<file path="src/rtl/rxq_pkg.sv">
package rxq_pkg;
  localparam int TYPE_W = 2;
  localparam int DATA_W = 32;
  localparam logic [TYPE_W-1:0] EV_FRAME = 2'd0;

  typedef enum logic [1:0] {
    SEL_BASE = 2'd0,
    SEL_PTR  = 2'd1,
    SEL_THR  = 2'd2,
    SEL_NONE = 2'd3
  } cfg_sel_e;

  // next slot address: wrap to base or step forward
  function automatic logic [31:0] slot_after(input logic [31:0] cur,
                                             input logic [31:0] base,
                                             input logic [31:0] step,
                                             input logic        wrap);
    return wrap ? base : cur + step;
  endfunction

  // count of one (or zero threshold) means this frame completes the batch
  function automatic logic batch_done(input logic [31:0] cnt);
    return cnt <= 32'd1;
  endfunction

  function automatic logic [31:0] count_after(input logic [31:0] cnt,
                                              input logic [31:0] thr);
    return batch_done(cnt) ? thr : cnt - 32'd1;
  endfunction

  function automatic logic [DATA_W-1:0] pack_entry(input logic [7:0]        ch,
                                                   input logic [TYPE_W-1:0] ty,
                                                   input logic              wrap);
    logic [DATA_W-1:0] e;
    e        = '0;
    e[31]    = 1'b1;
    e[30]    = wrap;
    e[17:16] = ty;
    e[7:0]   = ch;
    return e;
  endfunction
endpackage

</file>
<file path="src/rtl/rxq_arbiter.sv">
module rxq_arbiter #(
  parameter int NCH  = 4,
  localparam int CH_W = (NCH > 1) ? $clog2(NCH) : 1
) (
  input  logic            clk,
  input  logic            rst_n,
  input  logic [NCH-1:0]  req,
  output logic [NCH-1:0]  grant,
  output logic            any,
  output logic [CH_W-1:0] idx
);
  logic [NCH:0] seen;
  assign seen[0] = 1'b0;

  for (genvar i = 0; i < NCH; i++) begin : g_chain
    assign grant[i]  = req[i] & ~seen[i];
    assign seen[i+1] = seen[i] | req[i];

    if (i > 0) begin : g_chk
      localparam logic [NCH-1:0] LOWER = NCH'((1 << i) - 1);
      // a grant never goes past a pending lower channel
      assert_lowest_wins_R2: assert property (@(posedge clk) disable iff (!rst_n)
        grant[i] |-> ((req & LOWER) == '0));
    end
  end

  assign any = seen[NCH];

  always_comb begin
    idx = '0;
    for (int i = NCH - 1; i >= 0; i--) begin
      if (grant[i]) idx = CH_W'(i);
    end
  end

  // some request pending means exactly one grant
  assert_one_grant_R2: assert property (@(posedge clk) disable iff (!rst_n)
    (|req) |-> ($countones(grant) == 1));
endmodule

</file>
<file path="src/rtl/rxq_slot_ptr.sv">
module rxq_slot_ptr #(
  parameter int ADDR_W = 16,
  parameter int STEP   = 4
) (
  input  logic              clk,
  input  logic              rst_n,
  input  logic              base_we,
  input  logic              ptr_we,
  input  logic [ADDR_W-1:0] wdata,
  input  logic              adv,
  input  logic              wrap,
  output logic [ADDR_W-1:0] ptr,
  output logic [ADDR_W-1:0] base
);
  import rxq_pkg::*;

  always_ff @(posedge clk) begin
    if (!rst_n) begin
      ptr  <= '0;
      base <= '0;
    end else begin
      if (base_we) base <= wdata;
      if (ptr_we)
        ptr <= wdata;
      else if (adv)
        ptr <= ADDR_W'(slot_after(32'(ptr), 32'(base), 32'(STEP), wrap));
    end
  end

  assert_wrap_to_base_R4: assert property (@(posedge clk) disable iff (!rst_n)
    (adv && wrap && !ptr_we && !base_we) |=> (ptr == $past(base)));
  assert_step_fwd_R4: assert property (@(posedge clk) disable iff (!rst_n)
    (adv && !wrap && !ptr_we) |=> (ptr == ADDR_W'($past(ptr) + STEP)));
  assert_hold_idle_R3: assert property (@(posedge clk) disable iff (!rst_n)
    (!adv && !ptr_we) |=> $stable(ptr));
  assert_load_wins_R9: assert property (@(posedge clk) disable iff (!rst_n)
    ptr_we |=> (ptr == $past(wdata)));
endmodule

</file>
<file path="src/rtl/rxq_frame_gate.sv">
module rxq_frame_gate #(
  parameter int CNT_W   = 8,
  parameter int THR_RST = 3
) (
  input  logic             clk,
  input  logic             rst_n,
  input  logic             thr_we,
  input  logic [CNT_W-1:0] thr_wdata,
  input  logic             frame_tick,
  input  logic             ack,
  output logic             reach,
  output logic             irq
);
  import rxq_pkg::*;

  logic [CNT_W-1:0] thr_q;
  logic [CNT_W-1:0] cnt_q;

  assign reach = frame_tick && batch_done(32'(cnt_q));

  always_ff @(posedge clk) begin
    if (!rst_n) begin
      thr_q <= CNT_W'(THR_RST);
      cnt_q <= CNT_W'(THR_RST);
      irq   <= 1'b0;
    end else begin
      if (thr_we) thr_q <= thr_wdata;
      if (frame_tick) cnt_q <= CNT_W'(count_after(32'(cnt_q), 32'(thr_q)));
      if (reach)
        irq <= 1'b1;
      else if (ack)
        irq <= 1'b0;
    end
  end

  assert_idle_count_R5: assert property (@(posedge clk) disable iff (!rst_n)
    !frame_tick |=> $stable(cnt_q));
  assert_reach_sets_R6: assert property (@(posedge clk) disable iff (!rst_n)
    reach |=> irq);
  assert_reload_R7: assert property (@(posedge clk) disable iff (!rst_n)
    reach |=> (cnt_q == $past(thr_q)));
  assert_irq_hold_R8: assert property (@(posedge clk) disable iff (!rst_n)
    (irq && !ack) |=> irq);
  assert_ack_clear_R8: assert property (@(posedge clk) disable iff (!rst_n)
    (ack && !reach) |=> !irq);
endmodule

</file>
<file path="src/rtl/rxf_coalesce_queue.sv">
module rxf_coalesce_queue #(
  parameter int NCH     = 4,
  parameter int ADDR_W  = 16,
  parameter int CNT_W   = 8,
  parameter int THR_RST = 3,
  localparam int TW     = rxq_pkg::TYPE_W,
  localparam int DW     = rxq_pkg::DATA_W,
  localparam int CH_W   = (NCH > 1) ? $clog2(NCH) : 1,
  localparam int STEP   = DW / 8
) (
  input  logic              clk,
  input  logic              rst_n,
  input  logic [NCH-1:0]    ev_valid,
  input  logic [NCH*TW-1:0] ev_type,
  output logic [NCH-1:0]    ev_accept,
  input  logic              cfg_we,
  input  logic [1:0]        cfg_sel,
  input  logic [ADDR_W-1:0] cfg_wdata,
  input  logic              slot_busy,
  input  logic              slot_wrap,
  output logic              mem_we,
  output logic [ADDR_W-1:0] mem_addr,
  output logic [DW-1:0]     mem_wdata,
  output logic              ovf_pulse,
  output logic              irq,
  input  logic              irq_ack
);
  import rxq_pkg::*;

  logic            pick_any;
  logic [CH_W-1:0] pick_idx;
  logic [TW-1:0]   pick_type;
  logic            log_ev;
  logic            drop_ev;
  logic            frame_tick;
  logic            reach;
  logic [ADDR_W-1:0] base_q;
  cfg_sel_e        sel;

  assign sel = cfg_sel_e'(cfg_sel);

  rxq_arbiter #(.NCH(NCH)) u_arb (
    .clk(clk), .rst_n(rst_n), .req(ev_valid & {NCH{rst_n}}),
    .grant(ev_accept), .any(pick_any), .idx(pick_idx)
  );

  assign pick_type  = ev_type[pick_idx*TW +: TW];
  assign log_ev     = pick_any & ~slot_busy;
  assign drop_ev    = pick_any & slot_busy;
  assign frame_tick = log_ev && (pick_type == EV_FRAME);

  rxq_slot_ptr #(.ADDR_W(ADDR_W), .STEP(STEP)) u_ptr (
    .clk(clk), .rst_n(rst_n),
    .base_we(cfg_we && sel == SEL_BASE),
    .ptr_we(cfg_we && sel == SEL_PTR),
    .wdata(cfg_wdata), .adv(log_ev), .wrap(slot_wrap),
    .ptr(mem_addr), .base(base_q)
  );

  rxq_frame_gate #(.CNT_W(CNT_W), .THR_RST(THR_RST)) u_gate (
    .clk(clk), .rst_n(rst_n),
    .thr_we(cfg_we && sel == SEL_THR),
    .thr_wdata(cfg_wdata[CNT_W-1:0]),
    .frame_tick(frame_tick), .ack(irq_ack),
    .reach(reach), .irq(irq)
  );

  assign mem_we    = log_ev;
  assign ovf_pulse = drop_ev;
  assign mem_wdata = pack_entry(8'(pick_idx), pick_type, slot_wrap);

  // an owned slot is never written
  assert_no_overwrite_R3: assert property (@(posedge clk) disable iff (!rst_n)
    slot_busy |-> !mem_we);
  // every accepted event either lands or is flagged
  assert_drop_flag_R3: assert property (@(posedge clk) disable iff (!rst_n)
    (|ev_accept) |-> (mem_we ^ ovf_pulse));
  // a written record always carries the valid bit
  assert_valid_bit_R1: assert property (@(posedge clk) disable iff (!rst_n)
    mem_we |-> mem_wdata[31]);
  // an interrupt only rises after a reach
  assert_irq_cause_R6: assert property (@(posedge clk) disable iff (!rst_n)
    $rose(irq) |-> $past(reach));
endmodule

</file>
<file path="config.mk">
export PLATFORM = sky130hd
export DESIGN_NAME = rxf_coalesce_queue
export DESIGN_NICKNAME = d
export VERILOG_FILES = /design/src/rtl/rxq_pkg.sv /design/src/rtl/rxq_arbiter.sv /design/src/rtl/rxq_slot_ptr.sv /design/src/rtl/rxq_frame_gate.sv /design/src/rtl/rxf_coalesce_queue.sv
export SDC_FILE = /design/constraint.sdc
export NUM_CORES = 1
export LEC_CHECK = 0
export BUFFER_PORTS_ARGS = -buffer_cell sky130_fd_sc_hd__buf_2
export CORE_AREA = 2 2 80 82
export CTS_CLUSTER_SIZE = 25
export DETAILED_ROUTE_END_ITERATION = 8
export DIE_AREA = 0 0 82 84
export PLACE_DENSITY = 0.76
export SYNTH_ARGS = -nofsm -noshare
export SYNTH_HDL_FRONTEND = slang
export SYNTH_SLANG_ARGS = --single-unit
export TNS_END_PERCENT = 20
</file>
<file path="constraint.sdc">
create_clock -name clk -period 1.94 [get_ports clk]
set_input_delay 0.194 -clock clk [delete_from_list [all_inputs] [get_ports clk]]
set_output_delay 0.194 -clock clk [all_outputs]
set_load 0.05 [all_outputs]
</file>
Word-level counts from Yosys, hierarchy flattened:

Cells that the tools add are included.

* input bits: 36
* output and inout port bits: 55
* register bits after elaboration: 49
* logic and storage cells: 43

* shift-type cells: 1
* $lt $le $gt $ge: 1
* equal/unequal tests: 2
* $add $sub $neg: 2
* multiplexer cells: 10
* bitwise operators: 13
* reduce and logical (&&, ||, !) cells: 9

Operators by type and width (number)
* two-way mux 16 bit: 3
* adder 16 x 3 -> 16 bit, second input constant: 1
* <= comparator 8 x 1 -> 1 bit, second input constant: 1
* two-way mux 2 bit: 4
* two-way mux 8 bit: 1
* indexed part select 8 x 4 -> 2 bit: 1
* subtractor 8 x 1 -> 8 bit, second input constant: 1
* bitwise AND 1 bit: 5
* logical AND 1 bit: 5
* bitwise AND 4 bit: 1
* zero test 2 bit: 2
* inverter 1 bit: 4
* nonzero test 2 bit: 2
* OR 1 bit: 3
* equality test 2 x 1 -> 1 bit, second input constant: 1
* equality test 2 bit, second input constant: 1
* two-way mux 1 bit: 2

Logic depth before layout (Yosys ltp):

* word-level depth: 14
* mapped depth: 10
* gate-level depth less buffers: 8

Cells and area by module:

A second synthesis with hierarchy kept.

* cells, all modules: 343
* area total of the unflattened synthesis: 3020.4 um^2

By module, submodules not included
* rxq_slot_ptr: instances 1, area each 1785.5 um^2, cells each 201, sequential area each 640.6 um^2
* rxq_frame_gate: instances 1, area each 838.3 um^2, cells each 90, sequential area each 340.3 um^2
* rxf_coalesce_queue: instances 1, area each 337.8 um^2, cells each 42, sequential area each 0.0 um^2
* rxq_arbiter: instances 1, area each 58.8 um^2, cells each 10, sequential area each 0.0 um^2

Worst setup path after synthesis:

No wires, ideal clock.

* kind: input-to-output
* from: input port rst_n
* to: output port mem_wdata[17]
* path buffers: 0
* data required time: 1.746 ns
* data arrival time: 2.166 ns
* cell stages on the path: 4
* path slack: -0.420 ns
* path through: nor2b_1 o21a_1 a21oi_1 nor3_1

* cells in the longest elaborated chain, start to end: 10
* elaborated cells on any way between the ends: 14
* those cells by class: shift: 1; mux: 4; bitwise: 9

Ends and longest elaborated chain
* start: declaration: line rxf_coalesce_queue.sv:12 `input logic rst_n,`
* bitwise AND 4 bit (*): line rxf_coalesce_queue.sv:43 `.clk(clk), .rst_n(rst_n), .req(ev_valid & {NCH{rst_n}}),`
* OR 1 bit (2 in a row): line rxq_arbiter.sv:17 `assign seen[i+1] = seen[i] | req[i];`
* inverter 1 bit: line rxq_arbiter.sv:16 `assign grant[i] = req[i] & ~seen[i];`
* bitwise AND 1 bit: line rxq_arbiter.sv:16
* two-way mux 2 bit (3 in a row): line rxq_arbiter.sv:32 `if (grant[i]) idx = CH_W'(i);`
* two-way mux 2 bit (*): line rxq_arbiter.sv:32
* named net mem_wdata[0]: line rxf_coalesce_queue.sv:23 `output logic [DW-1:0] mem_wdata,`
* indexed part select 8 x 4 -> 2 bit (*): line rxf_coalesce_queue.sv:47 `assign pick_type = ev_type[pick_idx*TW +: TW];`
* end: declaration: line rxf_coalesce_queue.sv:23

Mark *: on every way through the listed nets, which the timed path passes. The rest lies on a longest branch.

Final worst setup path:

* from: register u_gate.cnt_q[2]
* to: register u_gate.cnt_q[3]

* cells in the longest elaborated chain, start to end: 2
* elaborated cells on any way between the ends: 3
* those cells by class: add/sub: 1; order compare: 1; mux: 1

Ends and longest elaborated chain
* start: declaration: line rxq_frame_gate.sv:17 `logic [CNT_W-1:0] cnt_q;`
* start signal: assignment: line rxq_frame_gate.sv:24 `cnt_q <= CNT_W'(THR_RST);`
* start signal: assignment: line rxq_frame_gate.sv:28 `if (frame_tick) cnt_q <= CNT_W'(count_after(32'(cnt_q), 32'(thr_q)));`
* subtractor 8 x 1 -> 8 bit / <= comparator 8 x 1 -> 1 bit (equally long branches): line rxq_pkg.sv:28, rxq_pkg.sv:23
* two-way mux 8 bit (*): line rxq_pkg.sv:28 `return batch_done(cnt) ? thr : cnt - 32'd1;`

Every way passes the cells marked *; elsewhere a longest branch is shown, timed or not.
A chain may end at the register's enable or synchronous reset.

==> impl_summary.md <==
Run status
The run finished with clean final reports.

Synth
Counting flops and latches in the post-synthesis netlist gives 49. Yosys printed 0 warnings. The cell count after synthesis came out at 372. The number of synthesized flops with an enable pin is 0.

The sequential element share of the synthesized area is 0.338. In this run, distinct cell masters in the synthesized netlist total 55. The area of the mapped netlist is 2910 um2.

In this run the mean area of a mapped cell was 7.81 um2. The top flip-flop cell by instance count after synthesis is dfxtp_1. After synthesis, the share of flip-flops with an asynchronous set or reset is 0.

STA
The worst setup slack after layout is 0.188 ns. The worst pin sits at a relative slew slack of 0.603. The final-report setup violation count is 0. Dividing the final minimum period by the clock period gives 0.903. For the final database, setup skew stands at 0.0113 ns. The actual slew at the worst max-slew pin is 0.593 ns.

Setup repair after global routing left no endpoint under its margin. The total count of max-transition violations in the final report was 0. The maximum frequency from static timing analysis is 0.571 GHz. The final period demand of the worst path is 1.75 ns. The number of hold violations in the final report is 0. The total negative slack is 0 ns.

Global routing
The total grt overflow is 0. In the global route stage, overall resource usage came out at 0.204. The number of antenna violations at the first check in global routing came to 0. The number of global-route vias before repair is 2426. The maximum number of pins on one net before global-route repair is 55. The first global-routing pass estimated 11300 um of wire.

Drt
After detailed routing, the number of vias per cell comes to 5.44. In the final routed layout, each cell accounts on average for 13.8 um. The detailed router finished its first iteration with 181 violations. For this block, the routed nets add up to 7010 um of wire. The total iterations of the first detailed-routing run is 4.

After detailed routing, the number of remaining DRC violations is 0. The number of antenna-violating nets in the routed design is 0. The total via count in the routed design is 2774.

Placement
Port buffering added 63 buffers. The cell area reported after detailed placement is 3220 um2. The placer congestion estimate is 0.897. Timing analysis after detailed placement gives a worst setup slack of -0.0250 ns. The half-perimeter wire length after detailed placement is 4970 um.

Clock tree
The TritonCTS clock tree is done. The clock transition at the registers of the reported paths is 0.09 ns. The clock tree buffer depth is 2. The tree built by TritonCTS fans out to 49 sinks.

The worst-skew pair later-pin latency is 0.30 ns. The master cell of the clock root buffer is clkbuf_8. The TritonCTS buffer count is 5. The H-tree was split into 2 levels.

Critical path
The worst setup path is of the reg2reg kind. In this run the number of cells on the critical path is 5. The highest-delay cell along the critical path is nor4_1.

The critical path's largest stage delay is 0.48 ns. The critical path goes through nor4_1 > nand3b_1 > and3_1 > a21oi_1 > o22ai_1. The type of element capturing the critical path is a flop. Data arrives at the worst endpoint at 1.92 ns. In this run the worst setup path begins at u_gate.cnt_q[2]. In this run the critical register-to-register path is launched from u_gate.cnt_q[2]. The kind of launch point of the worst setup path is a flop. The total buffers and inverters traversed by the critical path is 0. Of all nets on the critical path, the largest fanout is 6. Data on the critical path is required at its endpoint by 2.11 ns. The length in cells of the worst reg-to-reg path is 5. The top cell family by delay on the critical path is simple AND/OR/NAND/NOR gates.

Floorplanning
The die footprint is 6890 um2. The y dimension of the die is 84 um. The site row count is 29. The initial utilization of the core area, before any placement, comes to 0.477.

91 I/O pins were placed. In this run the standard cell core region covers 6100 um2. The die outline width is 82 um.

Layout
The layout filler cell count is 577. The finished cells cover 3310 um2. The final design utilization is 0.544. Of the cells placed in the final design, the portion with a size suffix greater than 1 is 0.217. From synthesis to final layout, the design area changed by 14.0%. The net count of the finished layout is 471. In the layout the commonest cells are nand2_1 (63), buf_2 (63), dfxtp_1 (48). The total area of sequential cells is 982 um2. Summing all multi-input logic gate instances after layout gives 1700 um2. The count of antenna diodes in the layout is 0.

Power and ir drop
The leakage power of the design is 1.49 nW. The maximum vdd drop is 0.000340 V. The design draws 0.00221 W. The power per cell area is 667 nW/um2.

Run
Max-cap violations in this run came to 0.

Worst hold path
The startpoint identified for the worst hold timing path is irq_ack. The worst hold path belongs to the class in2reg. The worst hold path passes through 2 cells.
==> sequential cells by signal, summed over array words and instances, names as in the netlist <==
signal        flops
u_gate.cnt_q      8
u_gate.irq        1
u_gate.thr_q      8
u_ptr.base       16
u_ptr.ptr        16
==> cell families after synthesis <==
family / count (synthesis) / synth area share
flip-flops: 49 / 0.338
multiplexers: 13 / 0.0448
XOR/XNOR: 4 / 0.0121
AO/OA/AOI/OAI: 96 / 0.234
AND/OR/NAND/NOR: 148 / 0.243
other: 2 / 0.00258
adder cells (fa/ha/maj): 3 / 0.0129
buffers and inverters: 57 / 0.113
==> layer usage <==
layer / track usage / vias up / routed length (um)
li1: - / 1376 / -
met1: 0.272 / 1297 / 2950
met2: 0.342 / 94 / 3560
met3: 0.0357 / 7 / 452
met4: 0.0439 / 0 / 55
met5: 0 / - / 0
==> final cells by class <==
class,instances,share of cell area
multi-input cells,291,0.514
flip-flops and latches,49,0.296
repair buffers,76,0.125
well taps,77,0.0291
clock buffers,7,0.0230
inverters,9,0.0102
clock inverters,1,0.00227
==> synth_stat cells, drive strengths merged (8+ instances only) <==
master  instances  area [um2]
o21ai          24         120
buf            34         241
nor2           25        93.8
clkbuf         14        52.6
a21oi          11        55.1
nand2          63         236
a21boi         18         135
nand3          12        60.1
mux2i          13         130
nor2b          10        62.6
dfxtp          49         981
inv             8        30.0
==> final timing paths <==
kind | to | slack [ns]
max | u_gate.cnt_q[3] | 0.19
min | u_gate.irq | 0.06
max reg2reg | u_gate.cnt_q[3] | 0.19
min reg2reg | u_ptr.base[8] | 0.46
==> report_power, final <==
part           switching (W)  internal, W
logic               0.000395     0.000144
clock network       0.000338     0.000256
registers          0.0000347      0.00104
total               0.000767      0.00144
==> timing repair <==
action,in CTS,in global routing
setup buffers,0,1
hold buffers,0,0
gates resized for setup,0,2
endpoints found under the setup margin,0,2
==> per-stage QoR <==
step | hold slack, ns | instances
floorplan | 0.288 | 397
global placement | 0.386 | 501
detailed placement | 0.391 | 501
CTS | 0.0664 | 509
global route | 0.0575 | 510
finish | 0.0648 | 510
Note: power is estimated with default switching activity, not from simulation.
